### src/rtl/sct_pkg.sv
package sct_pkg;
    localparam int unsigned DATA_W = 32;
    localparam int unsigned ADDR_W = 8;
    localparam int unsigned NSRC   = 2;
    localparam int unsigned SRC_IT = 0;
    localparam int unsigned SRC_RT = 1;

    localparam logic [ADDR_W-1:0] OFS_CTRL   = 8'h00;
    localparam logic [ADDR_W-1:0] OFS_PERIOD = 8'h04;
    localparam logic [ADDR_W-1:0] OFS_WDOG   = 8'h08;
    localparam logic [ADDR_W-1:0] OFS_PRESC  = 8'h0C;
    localparam logic [ADDR_W-1:0] OFS_STAT   = 8'h10;
    localparam logic [ADDR_W-1:0] OFS_IEN    = 8'h14;
    localparam logic [ADDR_W-1:0] OFS_IDIS   = 8'h18;
    localparam logic [ADDR_W-1:0] OFS_IMSK   = 8'h1C;
    localparam logic [ADDR_W-1:0] OFS_RTC    = 8'h24;

    typedef enum logic {
        IT_STOP = 1'b0,
        IT_RUN  = 1'b1
    } it_state_e;
endpackage

### src/rtl/sct_interval.sv
module sct_interval
    import sct_pkg::*;
#(
    parameter int unsigned CNT_W = 16
) (
    input  logic             clk,
    input  logic             rst_n,
    input  logic             tick,
    input  logic             ld,
    input  logic [CNT_W-1:0] ld_val,
    output logic [CNT_W-1:0] reload_o,
    output logic             expire_o
);
    localparam logic [CNT_W-1:0] ONE = CNT_W'(1);

    it_state_e        state_q, state_d;
    logic [CNT_W-1:0] cnt_q, rel_q;

    always_ff @(posedge clk or negedge rst_n) begin
        if (!rst_n) state_q <= IT_STOP;
        else        state_q <= state_d;
    end

    always_comb begin
        state_d  = state_q;
        expire_o = 1'b0;
        unique case (state_q)
            IT_STOP: if (ld && ld_val != '0) state_d = IT_RUN;
            IT_RUN: begin
                if (ld && ld_val == '0)               state_d  = IT_STOP;
                else if (!ld && tick && cnt_q == ONE) expire_o = 1'b1;
            end
        endcase
    end

    always_ff @(posedge clk or negedge rst_n) begin
        if (!rst_n) begin
            cnt_q <= '0;
            rel_q <= '0;
        end else if (ld) begin
            cnt_q <= ld_val;
            rel_q <= ld_val;
        end else if (state_q == IT_RUN && tick) begin
            cnt_q <= (cnt_q == ONE) ? rel_q : cnt_q - ONE;
        end
    end

    assign reload_o = rel_q;

    // an expiry reloads the countdown from the programmed value
    a_r2_expire_reload: assert property (@(posedge clk) disable iff (!rst_n)
        expire_o |=> (cnt_q == rel_q));
    // a stopped timer never expires
    a_r3_stop_quiet: assert property (@(posedge clk) disable iff (!rst_n)
        (state_q == IT_STOP) |-> !expire_o);
    // a zero write always halts the timer
    a_r3_zero_halts: assert property (@(posedge clk) disable iff (!rst_n)
        (ld && ld_val == '0) |=> (state_q == IT_STOP));
endmodule

### src/rtl/sct_rtcount.sv
module sct_rtcount #(
    parameter int unsigned RTC_W   = 20,
    parameter int unsigned PRE_W   = 16,
    parameter logic [PRE_W-1:0] PRE_RST = 16'h8000
) (
    input  logic             clk,
    input  logic             rst_n,
    input  logic             tick,
    input  logic             pre_wr,
    input  logic [PRE_W-1:0] pre_val,
    output logic [PRE_W-1:0] pre_o,
    output logic [RTC_W-1:0] rtc_o,
    output logic             step_o
);
    logic [PRE_W-1:0] pre_q, pcnt_q, lim;
    logic [RTC_W-1:0] rtc_q;

    assign lim    = pre_q - PRE_W'(1);
    assign step_o = tick && !pre_wr && (pcnt_q == lim);

    always_ff @(posedge clk or negedge rst_n) begin
        if (!rst_n) begin
            pre_q  <= PRE_RST;
            pcnt_q <= '0;
            rtc_q  <= '0;
        end else if (pre_wr) begin
            pre_q  <= pre_val;
            pcnt_q <= '0;
        end else if (tick) begin
            if (pcnt_q == lim) begin
                pcnt_q <= '0;
                rtc_q  <= rtc_q + RTC_W'(1);
            end else begin
                pcnt_q <= pcnt_q + PRE_W'(1);
            end
        end
    end

    assign pre_o = pre_q;
    assign rtc_o = rtc_q;

    // the counter never moves without a slow tick
    a_r4_hold: assert property (@(posedge clk) disable iff (!rst_n)
        !tick |=> $stable(rtc_q));
    // an increment steps by one modulo 2^RTC_W
    a_r5_wrap_step: assert property (@(posedge clk) disable iff (!rst_n)
        step_o |=> (rtc_q == $past(rtc_q) + RTC_W'(1)));
    // a prescaler write leaves the counter value alone
    a_r4_prewr_keep: assert property (@(posedge clk) disable iff (!rst_n)
        pre_wr |=> $stable(rtc_q));
endmodule

### src/rtl/sct_irqctl.sv
module sct_irqctl #(
    parameter int unsigned NSRC = 2
) (
    input  logic            clk,
    input  logic            rst_n,
    input  logic [NSRC-1:0] set_i,
    input  logic            stat_rd,
    input  logic            en_wr,
    input  logic            dis_wr,
    input  logic [NSRC-1:0] wbits,
    output logic [NSRC-1:0] stat_o,
    output logic [NSRC-1:0] en_o,
    output logic            irq
);
    logic [NSRC-1:0] stat_q, en_q;

    always_ff @(posedge clk or negedge rst_n) begin
        if (!rst_n) begin
            stat_q <= '0;
            en_q   <= '0;
        end else begin
            stat_q <= (stat_rd ? '0 : stat_q) | set_i;
            if (en_wr)       en_q <= en_q | wbits;
            else if (dis_wr) en_q <= en_q & ~wbits;
        end
    end

    assign stat_o = stat_q;
    assign en_o   = en_q;
    assign irq    = |(stat_q & en_q);

    // a flag raised in the cycle of a status read survives it
    a_r6_set_wins: assert property (@(posedge clk) disable iff (!rst_n)
        set_i[0] |=> stat_q[0]);
    // a status read with no new event leaves all flags clear
    a_r6_clear: assert property (@(posedge clk) disable iff (!rst_n)
        (stat_rd && set_i == '0) |=> (stat_q == '0));
    // written ones become enabled
    a_r7_enable_set: assert property (@(posedge clk) disable iff (!rst_n)
        (en_wr && !dis_wr) |=> ((en_q & $past(wbits)) == $past(wbits)));
    // ones written to the disable register clear enables
    a_r7_enable_clr: assert property (@(posedge clk) disable iff (!rst_n)
        (dis_wr && !en_wr) |=> ((en_q & $past(wbits)) == '0));
endmodule

### src/rtl/slowclk_timer.sv
module slowclk_timer
    import sct_pkg::*;
#(
    parameter int unsigned PIT_W = 16,
    parameter int unsigned RTC_W = 20,
    parameter int unsigned PRE_W = 16
) (
    input  logic              clk,
    input  logic              rst_n,
    input  logic              slow_tick,
    input  logic              wr_en,
    input  logic              rd_en,
    input  logic [ADDR_W-1:0] addr,
    input  logic [DATA_W-1:0] wdata,
    output logic [DATA_W-1:0] rdata,
    output logic              irq
);
    logic             wr_period, wr_presc, wr_ien, wr_idis, rd_stat;
    logic [PIT_W-1:0] reload;
    logic [PRE_W-1:0] presc;
    logic [RTC_W-1:0] rtc;
    logic             it_expire, rt_step;
    logic [NSRC-1:0]  stat, en, set_vec;
    logic [DATA_W-1:0] rmux;

    assign wr_period = wr_en && addr == OFS_PERIOD;
    assign wr_presc  = wr_en && addr == OFS_PRESC;
    assign wr_ien    = wr_en && addr == OFS_IEN;
    assign wr_idis   = wr_en && addr == OFS_IDIS;
    assign rd_stat   = rd_en && addr == OFS_STAT;

    sct_interval #(.CNT_W(PIT_W)) u_interval (
        .clk      (clk),
        .rst_n    (rst_n),
        .tick     (slow_tick),
        .ld       (wr_period),
        .ld_val   (wdata[PIT_W-1:0]),
        .reload_o (reload),
        .expire_o (it_expire)
    );

    sct_rtcount #(.RTC_W(RTC_W), .PRE_W(PRE_W)) u_rtcount (
        .clk     (clk),
        .rst_n   (rst_n),
        .tick    (slow_tick),
        .pre_wr  (wr_presc),
        .pre_val (wdata[PRE_W-1:0]),
        .pre_o   (presc),
        .rtc_o   (rtc),
        .step_o  (rt_step)
    );

    always_comb begin
        set_vec         = '0;
        set_vec[SRC_IT] = it_expire;
        set_vec[SRC_RT] = rt_step;
    end

    sct_irqctl #(.NSRC(NSRC)) u_irqctl (
        .clk     (clk),
        .rst_n   (rst_n),
        .set_i   (set_vec),
        .stat_rd (rd_stat),
        .en_wr   (wr_ien),
        .dis_wr  (wr_idis),
        .wbits   (wdata[NSRC-1:0]),
        .stat_o  (stat),
        .en_o    (en),
        .irq     (irq)
    );

    always_comb begin
        rmux = '0;
        unique case (addr)
            OFS_PERIOD: rmux = DATA_W'(reload);
            OFS_PRESC:  rmux = DATA_W'(presc);
            OFS_STAT:   rmux = DATA_W'(stat);
            OFS_IMSK:   rmux = DATA_W'(en);
            OFS_RTC:    rmux = DATA_W'(rtc);
            default:    rmux = '0;
        endcase
    end

    always_ff @(posedge clk or negedge rst_n) begin
        if (!rst_n)     rdata <= '0;
        else if (rd_en) rdata <= rmux;
    end

    // reads of the unused control and watchdog offsets return zero
    a_r10_unused_zero: assert property (@(posedge clk) disable iff (!rst_n)
        (rd_en && (addr == OFS_CTRL || addr == OFS_WDOG)) |=> (rdata == '0));
    // irq drops in the cycle after a status read that saw no new event
    a_r8_irq_after_read: assert property (@(posedge clk) disable iff (!rst_n)
        (rd_stat && !slow_tick) |=> !irq);
endmodule

### config.mk
export PLATFORM = sky130hd
export DESIGN_NAME = slowclk_timer
export DESIGN_NICKNAME = d
export VERILOG_FILES = /design/src/rtl/sct_pkg.sv /design/src/rtl/sct_interval.sv /design/src/rtl/sct_rtcount.sv /design/src/rtl/sct_irqctl.sv /design/src/rtl/slowclk_timer.sv
export SDC_FILE = /design/constraint.sdc
export NUM_CORES = 1
export LEC_CHECK = 0
export BUFFER_PORTS_ARGS = -buffer_cell sky130_fd_sc_hd__buf_4
export CAP_MARGIN = 40
export CORE_UTILIZATION = 44
export CTS_BUF_LIST = sky130_fd_sc_hd__clkbuf_8
export DETAILED_ROUTE_END_ITERATION = 7
export PLACE_DENSITY = 0.66
export SETUP_SLACK_MARGIN = 0.5
export SLEW_MARGIN = 10
export SYNTH_ARGS = -nofsm -noshare
export SYNTH_HDL_FRONTEND = slang
export SYNTH_SLANG_ARGS = --single-unit
### constraint.sdc
create_clock -name clk -period 4.6 [get_ports clk]
set_clock_uncertainty 0.1 [all_clocks]
set_input_delay 0.23 -clock clk [delete_from_list [all_inputs] [get_ports clk]]
set_output_delay 0.23 -clock clk [all_outputs]
set_load 0.1 [all_outputs]
* Word level (Yosys, flattened, before mapping)
Cells that the tools add are included.
** Storage, ports and cells
- Bits in registers :: 121
- Latch bits :: 0
- RAM bits :: 0
- Memory bits (read-only) :: 0
- Input bits :: 45
- Memories :: 0
** Cells by class
- Add/subtract/negate cells :: 4
- $mul :: 0
- Div/mod/pow operators :: 0
- Order comparisons :: 0
- Eq/ne operators :: 9
- Shift operators :: 0
- Muxes and demuxes :: 16
- Bitwise gates (word level) :: 7
- Reduce and logical (&&, ||, !) cells :: 21
** Operators by type and width (count)
- 20-bit one-hot mux with 5 select lines :: 1
- 16-bit two-way mux :: 6
- 8-bit by 5-bit equality test with 1-bit output (second input constant) :: 4
- 16-bit by 1-bit subtractor with 16-bit output (second input constant) :: 2
- 20-bit by 1-bit adder with 20-bit output (second input constant) :: 1
- 16-bit by 1-bit adder with 16-bit output (second input constant) :: 1
- 16-bit by 1-bit equality test with 1-bit output (second input constant) :: 1
- 16-bit equality test :: 1
- 16-bit logical NOT :: 1
- 16-bit nonzero test :: 1
- 1-bit logical AND :: 12
- 8-bit by 3-bit equality test with 1-bit output (second input constant) :: 1
- 8-bit by 4-bit equality test with 1-bit output (second input constant) :: 1
- 8-bit by 6-bit equality test with 1-bit output (second input constant) :: 1
- 2-bit two-way mux :: 3
- 2-bit nonzero test :: 3
- 1-bit two-way mux :: 5
- 2-bit bitwise AND :: 2
- 2-bit OR :: 2
- 3-bit AND reduction :: 1
- 1-bit logical NOT :: 2
- 1-bit inverter :: 2
- 2-bit inverter :: 1
- 1-bit one-hot mux with 2 select lines :: 1
- 2-bit OR reduction :: 1

* Depth between registers and ports, before layout
- Depth after elaboration :: 9
- Depth in mapped cells :: 12
- Mapped depth without buffers :: 10

* By module
Synthesis repeated with hierarchy kept, for this count alone.
** Second synthesis, totals
- Cells, all modules :: 674
- Area, all modules :: 6444.9 sq um
** Modules (own cells, without submodules)
- sct_rtcount :: times used 1, cells each 303, area each 3020.4 sq um, seq. area each 1302.5 sq um
- sct_interval :: times used 1, cells each 200, area each 1928.1 sq um, seq. area each 825.8 sq um
- slowclk_timer :: times used 1, cells each 159, area each 1341.3 sq um, seq. area each 500.5 sq um
- sct_irqctl :: times used 1, cells each 12, area each 155.1 sq um, seq. area each 100.1 sq um

* Worst setup path after synthesis
No wires, ideal clock.
- Path kind :: register -> register
- Start :: register u_rtcount.pre_q[0], in the netlist u_rtcount.pre_o[0]
- End :: register u_rtcount.rtc_q[17], in the netlist u_rtcount.rtc_o[17]
- Arrival time :: 3.196 ns
- Data required time :: 4.421 ns
- Path slack :: 1.225 ns
- Cell stages (with the launch flop) :: 12
- Buffers on the path :: 1
- Period minus slack after synthesis :: 3.375 ns
- Path through :: dfrtp_1 > inv_1 > ha_1 > or3b_2 > or3_1 > or2_1 > a2111oi_2 > nand4_1 > or3_1 > buf_2 > nor4_1 > xor2_1
** On the way
- Cells in the longest elaborated chain, start to end :: 3
** Ends and longest elaborated chain
- start: declaration :: RTL line sct_rtcount.sv:15 : logic [PRE_W-1:0] pre_q, pcnt_q, lim;
- start signal: assignment :: RTL line sct_rtcount.sv:27 : pre_q <= pre_val;
- 16-bit by 1-bit subtractor with 16-bit output :: RTL line sct_rtcount.sv:18 : assign lim = pre_q - PRE_W'(1);
- 16-bit equality test :: RTL line sct_rtcount.sv:30 : if (pcnt_q == lim) begin
- 3-bit AND reduction (no source line)
- end signal: assignment :: RTL line sct_rtcount.sv:32 : rtc_q <= rtc_q + RTC_W'(1);
- end: declaration :: RTL line sct_rtcount.sv:16 : logic [RTC_W-1:0] rtc_q;
Every way passes these cells.
A chain may end at the register's enable or synchronous reset.

* Final worst setup path
Same ends and word-level chain as after synthesis.

==> results.json <==
{
  "avgViaCountPerCell": 5.90,
  "drtIter0Drc": 390,
  "number_of_buffers_and_inverters_on_the_critical_path": 1,
  "portbufs": 49,
  "comb_power_share_pct": 22.5,
  "totalWireLength_um": 15600,
  "detailed_place_hpwl_um": 11300,
  "design.core.area_sq_um": 12900,
  "period_needed_ns": 3.83,
  "cts_made_buffers": 9,
  "critical_path.top_delay_family": "simple AND/OR/NAND/NOR gates",
  "num-nets-final": 753,
  "end_kind": "flip-flop",
  "area_of_the_multi_input_gates_sq_um": 2900,
  "synth_cells": 648,
  "crit_path_start": "u_rtcount.pre_o[0]",
  "num_ports": 78,
  "fin_tns_setup_ns": 0,
  "critPathRequiredTime_ns": 4.83,
  "dieHeight_um": 118,
  "finalHoldViolations": 0,
  "wl_cell_um": 17.8,
  "synth_area_leaders": "sky130_fd_sc_hd__dfrtp_1 46%, sky130_fd_sc_hd__nand2_1 6.0%, sky130_fd_sc_hd__o21ai_0 4.5%",
  "antenna_violations_before_repair": 0,
  "cts.sinks": 109,
  "synth.yosys.seq_area_share_pct": 46.2,
  "detail_route.first_pass.iterations": 8,
  "seq_area_sq_um": 2730,
  "cts_post_setup_buffers_inserted": 0,
  "grt_max_degree": 46,
  "status": "finished, violations left",
  "n_antenna_cell": 0,
  "power.switching_mw": 0.816,
  "timing.final.setup_violations": 0,
  "critical_path.cell_chain": "inv_1 > ha_1 > or3b_2 > or3_1 > or2_1 > a2111oi_2 > nand4_1 > or3_1 > nor4_1 > xor2_1",
  "drive_above_1_share_pct": 13.8,
  "power_switching_share_pct": 34.7,
  "detail-route-antenna-nets": 0,
  "grt_overflow": 0,
  "area.growth.synth_to_final_pct": 15.4,
  "post-route-worst-setup-slack_ns": 0.772,
  "critPathMostFrequentCell": "sky130_fd_sc_hd__or3_1",
  "synth_area_sq_um": 5910,
  "worst_r2r_setup_slack_ns": 0.77,
  "max_freq_ghz": 0.261,
  "clkSlewWorstSetupHoldPaths_ns": 0.12,
  "clock_tree.buffer_depth": 2,
  "max-slew-margin-rel_pct": 53.4,
  "cap_violations": 0,
  "die_w_um": 118,
  "power_per_cell_area_nw_per_um2": 344,
  "synth.ff_latch_count": 109,
  "die_area_sq_um": 13900,
  "timing.hold.worst.class": "in -> reg",
  "place.detailed.instances": 848,
  "synth_top_flop_cell": "sky130_fd_sc_hd__dfrtp_1",
  "leakagePower_nw": 3.18,
  "timing.rr.start": "u_rtcount.pre_o[0]",
  "grt_setup_unrepaired": "false",
  "post-route-period-util_pct": 83.2,
  "fillerInstances": 1197,
  "gr-usage-all-layers_pct": 23.4,
  "post-synth-top-area-cell": "sky130_fd_sc_hd__dfrtp_1",
  "setup.worst_path.start_class": "flip-flop",
  "cts_max_level": 3,
  "detail_route.drc_violations": 2,
  "floorplan.initialDensity_pct": 45.9,
  "cts-root-buf": "sky130_fd_sc_hd__clkbuf_8",
  "ys_async_sr_fraction_pct": 100,
  "violations": "design-rule violations",
  "clk_latency_ns": 0.41,
  "cp.arrival_ns": 4.06,
  "post-route-util_pct": 53.0,
  "finalWeightedCongestion": 0.893,
  "power.clock.fraction_pct": 27.3,
  "finish.cell_count_without_fillers": 880,
  "netlist-cell-type-count": 56,
  "cts_tree": "built",
  "power_report.internal_total_mw": 1.53,
  "worst_tran_pin_value_ns": 0.697,
  "synth-warning-count": 0,
  "syn-mean-instance-area_sq_um": 9.12,
  "critPathSlowestCell": "sky130_fd_sc_hd__or3_1",
  "std_cell_rows": 41,
  "seq_power_share_pct": 50.2,
  "wire_length_of_the_first_global_routing_pass_um": 25800,
  "hold_ws_ns": 0.0282,
  "criticalPathCategory": "reg -> reg",
  "place_ws_ns": 0.879,
  "slowest_delay_ns": 0.56,
  "via_count_of_the_first_global_routing_pass": 5009,
  "number_of_flops_mapped_to_enable_cells_by_yosys": 0,
  "synth.top_cell.area_share_pct": 45.7,
  "worst_hold_startpoint": "wdata[0]",
  "crit_path_max_fanout": 8,
  "maxSlewViolCount": 0,
  "vdd.ir_drop.worst_v": 0.000169,
  "number_of_vias_in_the_routed_layout": 5188
}
[synth_stat cells, types with 13 or more instances]
cell	instances
sky130_fd_sc_hd__a21oi_1	26
sky130_fd_sc_hd__a222oi_1	16
sky130_fd_sc_hd__clkbuf_1	28
sky130_fd_sc_hd__dfrtp_1	108
sky130_fd_sc_hd__inv_1	30
sky130_fd_sc_hd__mux2_2	16
sky130_fd_sc_hd__nand2_1	94
sky130_fd_sc_hd__nand3_1	27
sky130_fd_sc_hd__nor2_1	26
sky130_fd_sc_hd__nor3_1	19
sky130_fd_sc_hd__nor3b_1	13
sky130_fd_sc_hd__nor4_1	14
sky130_fd_sc_hd__o21ai_0	53
sky130_fd_sc_hd__o22ai_1	15
sky130_fd_sc_hd__xnor2_1	25
sky130_fd_sc_hd__xor2_1	13
[timing repair]
item / CTS / global route
resized for setup: 0 / 0
endpoints found under the hold margin: 57 / 0
hold buffers: 16 / 0
[worst paths after layout]
check | end | cells past startpoint
worst max-delay path | u_rtcount.rtc_o[17] | 10
max in group asynchronous | u_rtcount.pre_o[15] | 4
worst min-delay path | u_rtcount.pre_o[0] | 2
worst max register to register | u_rtcount.rtc_o[17] | 10
worst min register to register | u_rtcount.rtc_o[19] | 1
min in group asynchronous | u_rtcount.pcnt_q[2] | 2
[routing by layer]
metal  up-vias  GRT usage [%]  wire, um
met1      2532           33.1      7330
met3        30           4.65      1010
li1       2436              -         -
met4         0           6.97       375
met5         -              0         0
met2       190           36.0      6930
[per-stage QoR]
step / power, mW / instance area, sq um
2_1_floorplan: 1.56 / 5950
3_3_place_gp: 1.68 / 6400
3_5_place_dp: 1.71 / 6450
4_1_cts: 2.36 / 6820
5_1_grt: 2.48 / 6820
6_report: 2.35 / 6820
[power groups by stage]
stage / Clock (mW) / Sequential [mW] / Combinational (mW)
2_1_floorplan: 0 / 1.16 / 0.399
3_3_place_gp: 0 / 1.19 / 0.494
3_5_place_dp: 0 / 1.19 / 0.515
4_1_cts: 0.658 / 1.17 / 0.527
5_1_grt: 0.689 / 1.19 / 0.593
6_report: 0.642 / 1.18 / 0.528
[registers in the layout, indices dropped and copies added (netlist names), named ones only]
register / cells
u_interval.cnt_q: 16
u_rtcount.pcnt_q: 16
u_irqctl.stat_o: 2
rdata: 20
u_interval.reload_o: 16
u_rtcount.pre_o: 16
u_rtcount.rtc_o: 20
[cells in the final DEF, fill, tap and decap left out, types with 4 or more instances in the layout]
cell type                       instances
sky130_fd_sc_hd__and3_1                12
sky130_fd_sc_hd__o211ai_1               5
sky130_fd_sc_hd__nor2_1                26
sky130_fd_sc_hd__buf_4                 59
sky130_fd_sc_hd__xor2_1                13
sky130_fd_sc_hd__dfrtp_1              108
sky130_fd_sc_hd__clkbuf_8              10
sky130_fd_sc_hd__nand4_1               12
sky130_fd_sc_hd__ha_1                   5
sky130_fd_sc_hd__or3_1                  7
sky130_fd_sc_hd__a21o_1                11
sky130_fd_sc_hd__dlygate4sd3_1         16
sky130_fd_sc_hd__a211o_1                4
sky130_fd_sc_hd__conb_1                12
sky130_fd_sc_hd__o31ai_1                5
sky130_fd_sc_hd__mux2_2                16
sky130_fd_sc_hd__nand2_1               94
sky130_fd_sc_hd__nor4_1                14
sky130_fd_sc_hd__nand3_1               27
sky130_fd_sc_hd__xnor2_1               25
sky130_fd_sc_hd__a21oi_1               26
sky130_fd_sc_hd__a222oi_1              16
sky130_fd_sc_hd__nor3b_1               13
sky130_fd_sc_hd__o21ai_0               53
sky130_fd_sc_hd__or4_1                  5
sky130_fd_sc_hd__inv_1                 30
sky130_fd_sc_hd__o22ai_1               15
sky130_fd_sc_hd__nor3_1                19
[cell families after synthesis]
kind of cell / Yosys count / synth area share, %
fa+ha+maj: 5 / 1.06
mux: 19 / 3.56
compound gates: 156 / 17.1
buf+inv: 74 / 5.52
simple gates: 246 / 20.9
other cells: 1 / 0.0634
xor+xnor: 38 / 5.63
flops: 109 / 46.2
[cell type report]
cell class / count / share of cell area [%]
repair buffers: 77 / 9.46
clock buffers: 10 / 2.02
multi-input cells: 476 / 42.6
flip-flops and latches: 109 / 40.0
inverters: 30 / 1.65
clock inverters: 6 / 1.17
well taps: 172 / 3.15
Note: power is estimated with default switching activity, not from simulation.
